$ cat src/rtl/simd_util_pkg.sv
package simd_util_pkg;

  // Width needed to hold a count from 0 to n inclusive.
  function automatic int unsigned count_width(input int unsigned n);
    return $clog2(n + 1);
  endfunction

endpackage

$ cat src/rtl/simd_rst_sync.sv
module simd_rst_sync (
  input  logic clk,
  input  logic arst_n,
  output logic srst_n
);

  logic [1:0] stage_q;

  always_ff @(posedge clk or negedge arst_n) begin
    if (!arst_n) begin
      stage_q <= 2'b00;
    end else begin
      stage_q <= {stage_q[0], 1'b1};
    end
  end

  assign srst_n = stage_q[1];

endmodule

$ cat src/rtl/simd_popcount.sv
module simd_popcount
  import simd_util_pkg::*;
#(
  parameter int unsigned LANES = 32,
  parameter int unsigned GROUP = 8,
  localparam int unsigned OUT_W = count_width(LANES)
) (
  input  logic [LANES-1:0] mask,
  output logic [OUT_W-1:0] count
);

  localparam int unsigned NGRP = (LANES + GROUP - 1) / GROUP;
  localparam int unsigned PAD  = NGRP * GROUP;
  localparam int unsigned GW   = count_width(GROUP);

  logic [PAD-1:0] padded;
  logic [GW-1:0]  grp_cnt [NGRP];

  always_comb begin
    padded              = '0;
    padded[LANES-1:0]   = mask;
  end

  // One small counter per group of lanes.
  for (genvar g = 0; g < NGRP; g++) begin : g_grp
    logic [GW-1:0] part;
    always_comb begin
      part = '0;
      for (int b = 0; b < GROUP; b++) begin
        part = part + GW'(padded[g*GROUP + b]);
      end
    end
    assign grp_cnt[g] = part;
  end

  // Sum the group counts.
  always_comb begin
    count = '0;
    for (int g = 0; g < NGRP; g++) begin
      count = count + OUT_W'(grp_cnt[g]);
    end
  end

endmodule

$ cat src/rtl/simd_sat_accum.sv
module simd_sat_accum #(
  parameter int unsigned CNT_W = 32,
  parameter int unsigned INC_W = 6
) (
  input  logic             clk,
  input  logic             rst_n,
  input  logic             clr,
  input  logic             add_en,
  input  logic [INC_W-1:0] inc,
  output logic [CNT_W-1:0] acc
);

  localparam logic [CNT_W-1:0] ACC_MAX = '1;

  logic [CNT_W:0]   sum;
  logic [CNT_W-1:0] acc_q;
  logic [CNT_W-1:0] acc_d;
  logic             acc_ld;

  // Next-state logic
  always_comb begin
    sum    = {1'b0, acc_q} + (CNT_W+1)'(inc);
    acc_ld = clr | add_en;
    if (clr) begin
      acc_d = '0;
    end else if (sum[CNT_W]) begin
      acc_d = ACC_MAX;
    end else begin
      acc_d = sum[CNT_W-1:0];
    end
  end

  // State register with explicit load enable
  always_ff @(posedge clk or negedge rst_n) begin
    if (!rst_n) begin
      acc_q <= '0;
    end else if (acc_ld) begin
      acc_q <= acc_d;
    end
  end

  assign acc = acc_q;

endmodule

$ cat src/rtl/simd_util_counter.sv
module simd_util_counter
  import simd_util_pkg::*;
#(
  parameter int unsigned LANES = 32,
  parameter int unsigned CNT_W = 32,
  parameter int unsigned GROUP = 8
) (
  input  logic             clk,
  input  logic             rst_n,
  input  logic             issue_vld,
  input  logic [LANES-1:0] act_mask,
  input  logic             cnt_en,
  input  logic             cnt_clr,
  output logic [CNT_W-1:0] busy_cnt,
  output logic [CNT_W-1:0] slot_cnt
);

  localparam int unsigned PC_W = count_width(LANES);
  localparam logic [PC_W-1:0] SLOT_STEP = PC_W'(LANES);

  logic            rst_int_n;
  logic [PC_W-1:0] pop;
  logic            mask_any;
  logic            qualify;

  simd_rst_sync u_rst_sync (
    .clk    (clk),
    .arst_n (rst_n),
    .srst_n (rst_int_n)
  );

  simd_popcount #(
    .LANES (LANES),
    .GROUP (GROUP)
  ) u_popcount (
    .mask  (act_mask),
    .count (pop)
  );

  // An empty mask means nothing was issued.
  always_comb begin
    mask_any = |act_mask;
    qualify  = issue_vld & cnt_en & mask_any & ~cnt_clr;
  end

  simd_sat_accum #(
    .CNT_W (CNT_W),
    .INC_W (PC_W)
  ) u_busy_acc (
    .clk    (clk),
    .rst_n  (rst_int_n),
    .clr    (cnt_clr),
    .add_en (qualify),
    .inc    (pop),
    .acc    (busy_cnt)
  );

  simd_sat_accum #(
    .CNT_W (CNT_W),
    .INC_W (PC_W)
  ) u_slot_acc (
    .clk    (clk),
    .rst_n  (rst_int_n),
    .clr    (cnt_clr),
    .add_en (qualify),
    .inc    (SLOT_STEP),
    .acc    (slot_cnt)
  );

endmodule

$ cat config.mk
export PLATFORM = sky130hd
export DESIGN_NAME = simd_util_counter
export DESIGN_NICKNAME = d
export VERILOG_FILES = /design/src/rtl/simd_util_pkg.sv /design/src/rtl/simd_rst_sync.sv /design/src/rtl/simd_popcount.sv /design/src/rtl/simd_sat_accum.sv /design/src/rtl/simd_util_counter.sv
export SDC_FILE = /design/constraint.sdc
export NUM_CORES = 1
export LEC_CHECK = 0
export BUFFER_PORTS_ARGS = -buffer_cell sky130_fd_sc_hd__buf_4
export CAP_MARGIN = 15
export CORE_ASPECT_RATIO = 0.8
export CORE_MARGIN = 3
export CORE_UTILIZATION = 40
export DETAILED_ROUTE_END_ITERATION = 10
export GPL_TIMING_DRIVEN = 0
export SLEW_MARGIN = 20
export SYNTH_ARGS = -nofsm -noshare
export SYNTH_HDL_FRONTEND = slang
export SYNTH_SLANG_ARGS = --single-unit
$ cat constraint.sdc
create_clock -name clk -period 2.11 [get_ports clk]
set_input_delay 0.3165 -clock clk [delete_from_list [all_inputs] [get_ports clk]]
set_output_delay 0.3165 -clock clk [all_outputs]
set_load 0.05 [all_outputs]
==> results of run 1 <==
logic make-up after synthesis:
family          after synthesis
compound gates              144
xor+xnor                     28
fa+ha+maj                    54
buf+inv                     103
flops                        62
other cells                   1
simple gates                145
state kept, by name, indices dropped and copies added, names as in the netlist:
name and count:
u_rst_sync.stage_q 2, u_slot_acc.acc 28, u_busy_acc.acc 32
power by group:
part	leakage, nW	total [mW]	switching, mW	internal, mW
Combinational	2.19	5.78	2.88	2.90
Sequential	0.834	1.29	0.0588	1.23
Clock	0.142	1.42	0.528	0.887
Total	3.17	8.49	3.47	5.02
layout make-up:
| class | count | area share |
|---|---|---|
| plain buffers | 26 | 0.0236 |
| inverters | 76 | 0.0416 |
| flip-flops and latches | 62 | 0.220 |
| multi-input cells | 372 | 0.485 |
| clock buffers | 13 | 0.0378 |
| well taps | 148 | 0.0259 |
| clock inverters | 3 | 0.00245 |
| repair buffers | 142 | 0.164 |
layer usage:
layer | wire [µm] | share of wire
met1 | 7180 | 0.47
met2 | 7090 | 0.47
met3 | 800 | 0.053
met4 | 137 | 0.0090
met5 | 0 | 0
through the flow:
step | instance area [µm²] | setup WS [ns] | instances
2_1_floorplan | 5030 | -3.93 | 537
3_3_place_gp | 5960 | -4.59 | 784
3_5_place_dp | 5990 | -4.70 | 785
4_1_cts | 6630 | -3.81 | 824
5_1_grt | 7160 | -4.01 | 842
6_report | 7160 | -3.82 | 842
worst paths after layout:
check	startpoint	end	cells after the start
worst max-delay path	act_mask[8]	u_busy_acc.acc[23]	24
worst min-delay path	u_rst_sync.stage_q[1]	u_slot_acc.acc[24]	0
worst max register to register	u_busy_acc.acc[0]	u_busy_acc.acc[13]	9
worst min register to register	u_rst_sync.stage_q[1]	u_slot_acc.acc[24]	0
max in group asynchronous	u_rst_sync.stage_q[1]	u_slot_acc.acc[13]	1
min in group clk	u_rst_sync.stage_q[0]	u_rst_sync.stage_q[1]	0
cell usage after synthesis, drive strengths merged, types with 6 or more instances:
cell / number / area, µm²
a21o: 9 / 67.6
and2: 8 / 51.3
o21ai: 42 / 210
xor2: 10 / 87.6
a211oi: 12 / 90.1
nand3: 11 / 55.1
and3: 10 / 63.8
dfrtp: 62 / 1550
a21oi: 23 / 115
a2111oi: 9 / 116
and4: 13 / 119
inv: 76 / 285
nor2: 17 / 63.8
fa: 23 / 460
xnor2: 18 / 158
nand2: 25 / 93.8
a311oi: 6 / 52.6
clkbuf: 12 / 45.0
nor4b: 6 / 52.6
nand4: 13 / 96.3
nor3: 19 / 95.1
nor4: 12 / 81.3
a31oi: 10 / 62.6
ha: 31 / 388
buf: 15 / 87.6
critical path, stage by stage:
cell	delay, ns
buf_8	0.09
inv_8	0.03
ha_4	0.25
inv_2	0.03
fa_1	0.49
fa_1	0.44
fa_2	0.37
fa_1	0.53
inv_2	0.07
fa_2	0.55
inv_2	0.04
fa_1	0.49
inv_2	0.05
ha_4	0.15
fa_2	0.33
buf_4	0.14
xor2_1	0.13
ha_1	0.31
o211ai_1	0.12
o21a_1	0.23
buf_8	0.14
a2111o_1	0.43
nor2_4	0.26
a211oi_1	0.12
repair_timing:
action,CTS,global route
gates resized for setup,47,69
hold endpoints to repair,2,0
pin swaps,33,39
hold buffers,1,0
setup endpoints to repair,48,54
gates cloned,1,1
buffers inserted,21,19
==> results by group, run 1 <==
Critical path
  – Slack of the worst reg-to-reg path: -0.39 ns
  – Critical path data required time: ~2.3 ns
  – CP Class: input port to flop
  – Setup crit end kind: flop
  – Arr. time, crit path: 6.10 ns
  – CP max FO: 5
  – CP Launch Type: input port

Finish
  – # diodes: 0
  – Multi-input gate area: 3470 µm²
  – # fillers: a little under 1000
  – # nets final: between 700 and 800
  – Final Core Density: 0.607
  – Seq. cell area: around 1600 µm²
  – Syn-to-layout area delta: 45.5%
  – Share of cells above drive strength 1: 0.398
  – Most common cell after layout, fill and taps aside: buf_4
  – Most frequent cells in the layout: 130 x buf_4, 67 x inv_1, 48 x dfrtp_1, 36 x o21ai_0

Power
  – Power consumption: about 8.5 mW
  – Leak: around 3.2 nW
  – Pwr per Cell Area: between 1000 and 1500 nW/µm²
  – Worst vdd ir: approximately 0.0014 V

Synthesis
  – Cells after Synth: about 540
  – Mapped Area: around 4900 µm²
  – Synth Warn #: 0
  – Compound-Gate Fraction of Synth Area: 0.204
  – Largest family of logic cells by synthesized area: compound AO/OA/AOI/OAI gates
  – Synth cell types: 50
  – Mux cell area share after synthesis: 0
  – EDFF count, synth: 0
  – Post-Synth Simple-Gate Area: 0.172
  – Register area share after synthesis: 0.315
  – Xor/xnor share of the synthesized area: 0.0499
  – FF+latch count, synth: a little over 60
  – Post-synthesis adder-cell area fraction: 0.172
  – Ys flop type: dfrtp_1
  – Syn avg cell area: 9.16 µm²
  – Syn Nets: 628
  – Synth async-reset ratio: 1.00

GRT
  – Global route overflow: 0
  – GR Layer Usage met1: 0.330
  – First-pass GRT wire length: approximately 24 mm
  – GRT met3 Usage: 0.0414
  – Most used routing layer: met2
  – Tot GR Track Use: 0.223
  – Vias in the first global route: between 4000 and 5000
  – Largest net degree at the start of global routing: 47
  – Grt met2 use: 0.340
  – Initial antenna violation count: 0

Timing
  – Worst setup margin: -3.82 ns
  – Final slew viol count: 0
  – Hold slack: 0.189 ns
  – Final Cycle Share: 2.81
  – Slew margin rel.: 0.451
  – Final hold violations: 0
  – Clock Skew: roughly 0.0058 ns
  – RSZ-0062 raised after global routing: true
  – Final setup violation count: 32
  – Setup TNS: -119.01 ns
  – Post-route minimum period: roughly 6 ns
  – Actual slew at the worst max-slew pin: ~0.82 ns
  – Peak Freq: about 0.17 GHz

Drt
  – Vias per cell: ~5.7
  – DRT antenna net count: 0
  – Vias post-DR: about 4800
  – Drt total wl: ~15 mm
  – Remaining DRCs: 0
  – Pre-antenna DRT Iters: 5
  – Wire length per cell: approximately 18 µm
  – Initial DRC count: slightly below 400

CTS
  – Clk sinks: 62
  – CTS buffer count: 9
  – CTS tree: built
  – Clock Latency Late Sink: between 0.3 and 0.4 ns
  – Worst-path clk slew: about 0.050 ns
  – Root buffer cell: clkbuf_16
  – CTS H-tree depth: 3
  – CTS max path bufs: 2

Floorplanning
  – Die Span Y: around 110 µm
  – Overall die area: ~14000 µm²
  – Initial Util: 0.418
  – Rows: 35
  – Die width: 130 µm
  – Num ports: around 100
  – Core ar.: roughly 12000 µm²

Run status
  – Failing checks: setup timing
  – Outcome: finished with violations

Hold path
  – Min-delay worst type: flop to asynchronous set/reset pin

Placement
  – Final HPWL DP: ~11 mm
  – Final GP Congestion: 0.874
  – IO Port Bufs: just under 100

Flow run
  – Max Cap Violations: 0
No activity file was read; power rests on OpenSTA's default activity.
==> run 2, diff against run 1 <==
SETUP_SLACK_MARGIN = 0.2   (was not set)
==> results by group, run 2 (same netlist as run 1, synthesis figures left out) <==
Power
  – Worst vdd ir: 0.00167 V (+18%)
  – Pwr per Cell Area: 1050 nW/µm² (-11%)
  – Leak: 3.21 nW (+1.2%)
  – Logic pwr share: 0.634 (-0.047)
  – Psw: 3.26 mW (-5.9%)
  – Switch share: 0.427 (+0.0190)
  – Clk pwr share: 0.197 (+0.030)
  – Flop pwr share: 0.169 (+0.017)
  – Power Internal: 4.37 mW (-13%)

Placement
  – Final GP Congestion: 0.868 (-0.71%)
  – DP Cell Count: 785 (unchanged)
  – IO Port Bufs: 99 (unchanged)
  – Setup WS pre-CTS: -4.62 ns (+0.0831 ns)
  – Final HPWL DP: 10.8 mm (+0.88%)
  – Area of placed instances: 6070 µm² (+1.3%)

Finish
  – Syn-to-layout area delta: 47.7%
  – Most common cell after layout, fill and taps aside: buf_4
  – Finished Layout Cells: 852 (+1.2%)
  – Largest register FFs: 32 (unchanged)
  – # diodes: 0 (unchanged)
  – Seq. cell area: 1590 µm² (+1.0%)
  – Final Core Density: 0.617 (+0.00924)
  – Multi-input gate area: 3450 µm² (-0.76%)
  – Share of cells above drive strength 1: 0.436 (+0.0384)
  – Most frequent cells in the layout: 137 x buf_4, 66 x inv_1, 36 x o21ai_0, 35 x dfrtp_1, 26 x dfrtp_2
  – Final Instance Area: 7260 µm² (+1.5%)
  – # nets final: 790 (+1.3%)
  – # fillers: 990 (+1.5%)

CTS
  – CTS tree: built
  – CTS max path bufs: 2 (unchanged)
  – Root buffer cell: clkbuf_16
  – CTS H-tree depth: 3 (unchanged)
  – Clock Latency Late Sink: 0.34 ns (about the same)
  – Worst-path clk slew: 0.06 ns (about the same)
  – CTS buffer count: 9 (unchanged)
  – Clk sinks: 62 (unchanged)

Drt
  – DRT antenna net count: 0 (unchanged)
  – Vias post-DR: 4859 (+2.0%)
  – Wire length per cell: 18.1 µm (+0.17%)
  – Vias per cell: 5.70 (+0.82%)
  – Pre-antenna DRT Iters: 5 (unchanged)
  – Initial DRC count: 417 (+7.8%)
  – Drt total wl: 15.4 mm (+1.4%)
  – Remaining DRCs: 0 (unchanged)

Timing
  – Hold slack: 0.187 ns (-0.00123 ns)
  – Worst setup margin: -3.82 ns (-0.00234 ns)
  – RSZ-0062 raised after global routing: true
  – Slew margin rel.: 0.488 (+0.0370)
  – Final slew viol count: 0 (unchanged)
  – Final setup violation count: 32 (unchanged)
  – Peak Freq: 0.169 GHz (about the same)
  – Final Cycle Share: 2.81 (about the same)
  – Clock Skew: 0.00639 ns (+0.000591 ns)
  – Final hold violations: 0 (unchanged)
  – Actual slew at the worst max-slew pin: 0.768 ns (-0.0556 ns)
  – Post-route minimum period: 5.93 ns (+0.00234 ns)

Critical path
  – Arr. time, crit path: 6.16 ns (+0.06 ns)
  – Slowest stage delay, CP: 0.56 ns (about the same)
  – Setup crit end kind: flop
  – Register-to-Register Path Depth: 9 (unchanged)
  – CP Launch Type: input port
  – Critical path's top delay family: adder cells
  – CP Class: input port to flop
  – CP max FO: 7 (+2)
  – Critical path data required time: 2.34 ns (+0.06 ns)
  – Worst path slowest cell: fa_2
  – Worst path bufs/invs: 9 (+1)
  – WP depth: 25 (+4.2%)

GRT
  – Largest net degree at the start of global routing: 47 (unchanged)
  – First-pass GRT wire length: 25.3 mm (+4.0%)
  – Initial antenna violation count: 0 (unchanged)
  – Tot GR Track Use: 0.232 (+0.00811)
  – Global route overflow: 0 (unchanged)
  – Vias in the first global route: 4895 (+4.5%)

Floorplanning
  – Core ar.: 11800 µm² (unchanged)
  – Die width: 130 µm (unchanged)
  – Rows: 35 (unchanged)
  – Die Span Y: 105 µm (unchanged)
  – Num ports: 101 (unchanged)
  – Initial Util: 0.418 (unchanged)
  – Overall die area: 13700 µm² (unchanged)

Flow run
  – Max Cap Violations: 0 (unchanged)

Run status
  – Outcome: finished with violations
  – Failing checks: setup timing

Hold path
  – Min-delay worst type: flop to asynchronous set/reset pin
## run 2: per-layer routing
| metal | GRT usage | wire [µm] | vias up |
|---|---|---|---|
| li1 | - | - | 2265 |
| met1 | 0.338 | 7290 | 2402 |
| met2 | 0.345 | 7050 | 170 |
| met3 | 0.0491 | 867 | 22 |
| met4 | 0.0653 | 206 | 0 |
| met5 | 0 | 0 | - |
## run 2: final timing paths
path / from / endpoint / slack [ns]
setup reg to reg: u_busy_acc.acc[0] / u_busy_acc.acc[8] / -0.40
max in group asynchronous: u_rst_sync.stage_q[1] / u_slot_acc.acc[12] / 1.41
hold / removal: u_rst_sync.stage_q[1] / u_slot_acc.acc[19] / 0.19
hold reg to reg: u_rst_sync.stage_q[1] / u_slot_acc.acc[19] / 0.19
setup / recovery: act_mask[8] / u_busy_acc.acc[29] / -3.82
min in group clk: u_rst_sync.stage_q[0] / u_rst_sync.stage_q[1] / 0.35
## run 2: through the flow
step / power (mW) / setup TNS (ns)
5_1_grt: 8.20 / -124.78
6_report: 7.63 / -118.11
3_5_place_dp: 5.01 / -147.47
2_1_floorplan: 4.26 / -122.15
3_3_place_gp: 4.97 / -186.92
4_1_cts: 7.22 / -116.83
## run 2: layout make-up
class                           instances  share of cell area
Timing Repair Buffer                  151               0.172
Tap cell                              148              0.0255
Inverter                               76              0.0417
Clock inverter                          7             0.00999
Multi-Input combinational cell        372               0.475
Clock buffer                            9              0.0310
Sequential cell                        62               0.219
Buffer                                 27              0.0265
## run 2: power by group through the flow
stage / Combinational, mW / Clock, mW / Sequential [mW]
floorplan: 2.81 / 0 / 1.45
global placement: 3.64 / 0 / 1.33
detailed placement: 3.69 / 0 / 1.31
CTS: 4.41 / 1.52 / 1.29
global route: 5.33 / 1.57 / 1.30
finish: 4.84 / 1.50 / 1.29
## run 2: what timing repair did
action | CTS | global route
buffers inserted | 28 | 19
resized for setup | 97 | 24
pin swaps | 47 | 20
hold buffers | 1 | 0
gates cloned | 3 | 0
setup endpoints to repair | 58 | 54
hold endpoints to repair | 2 | 0
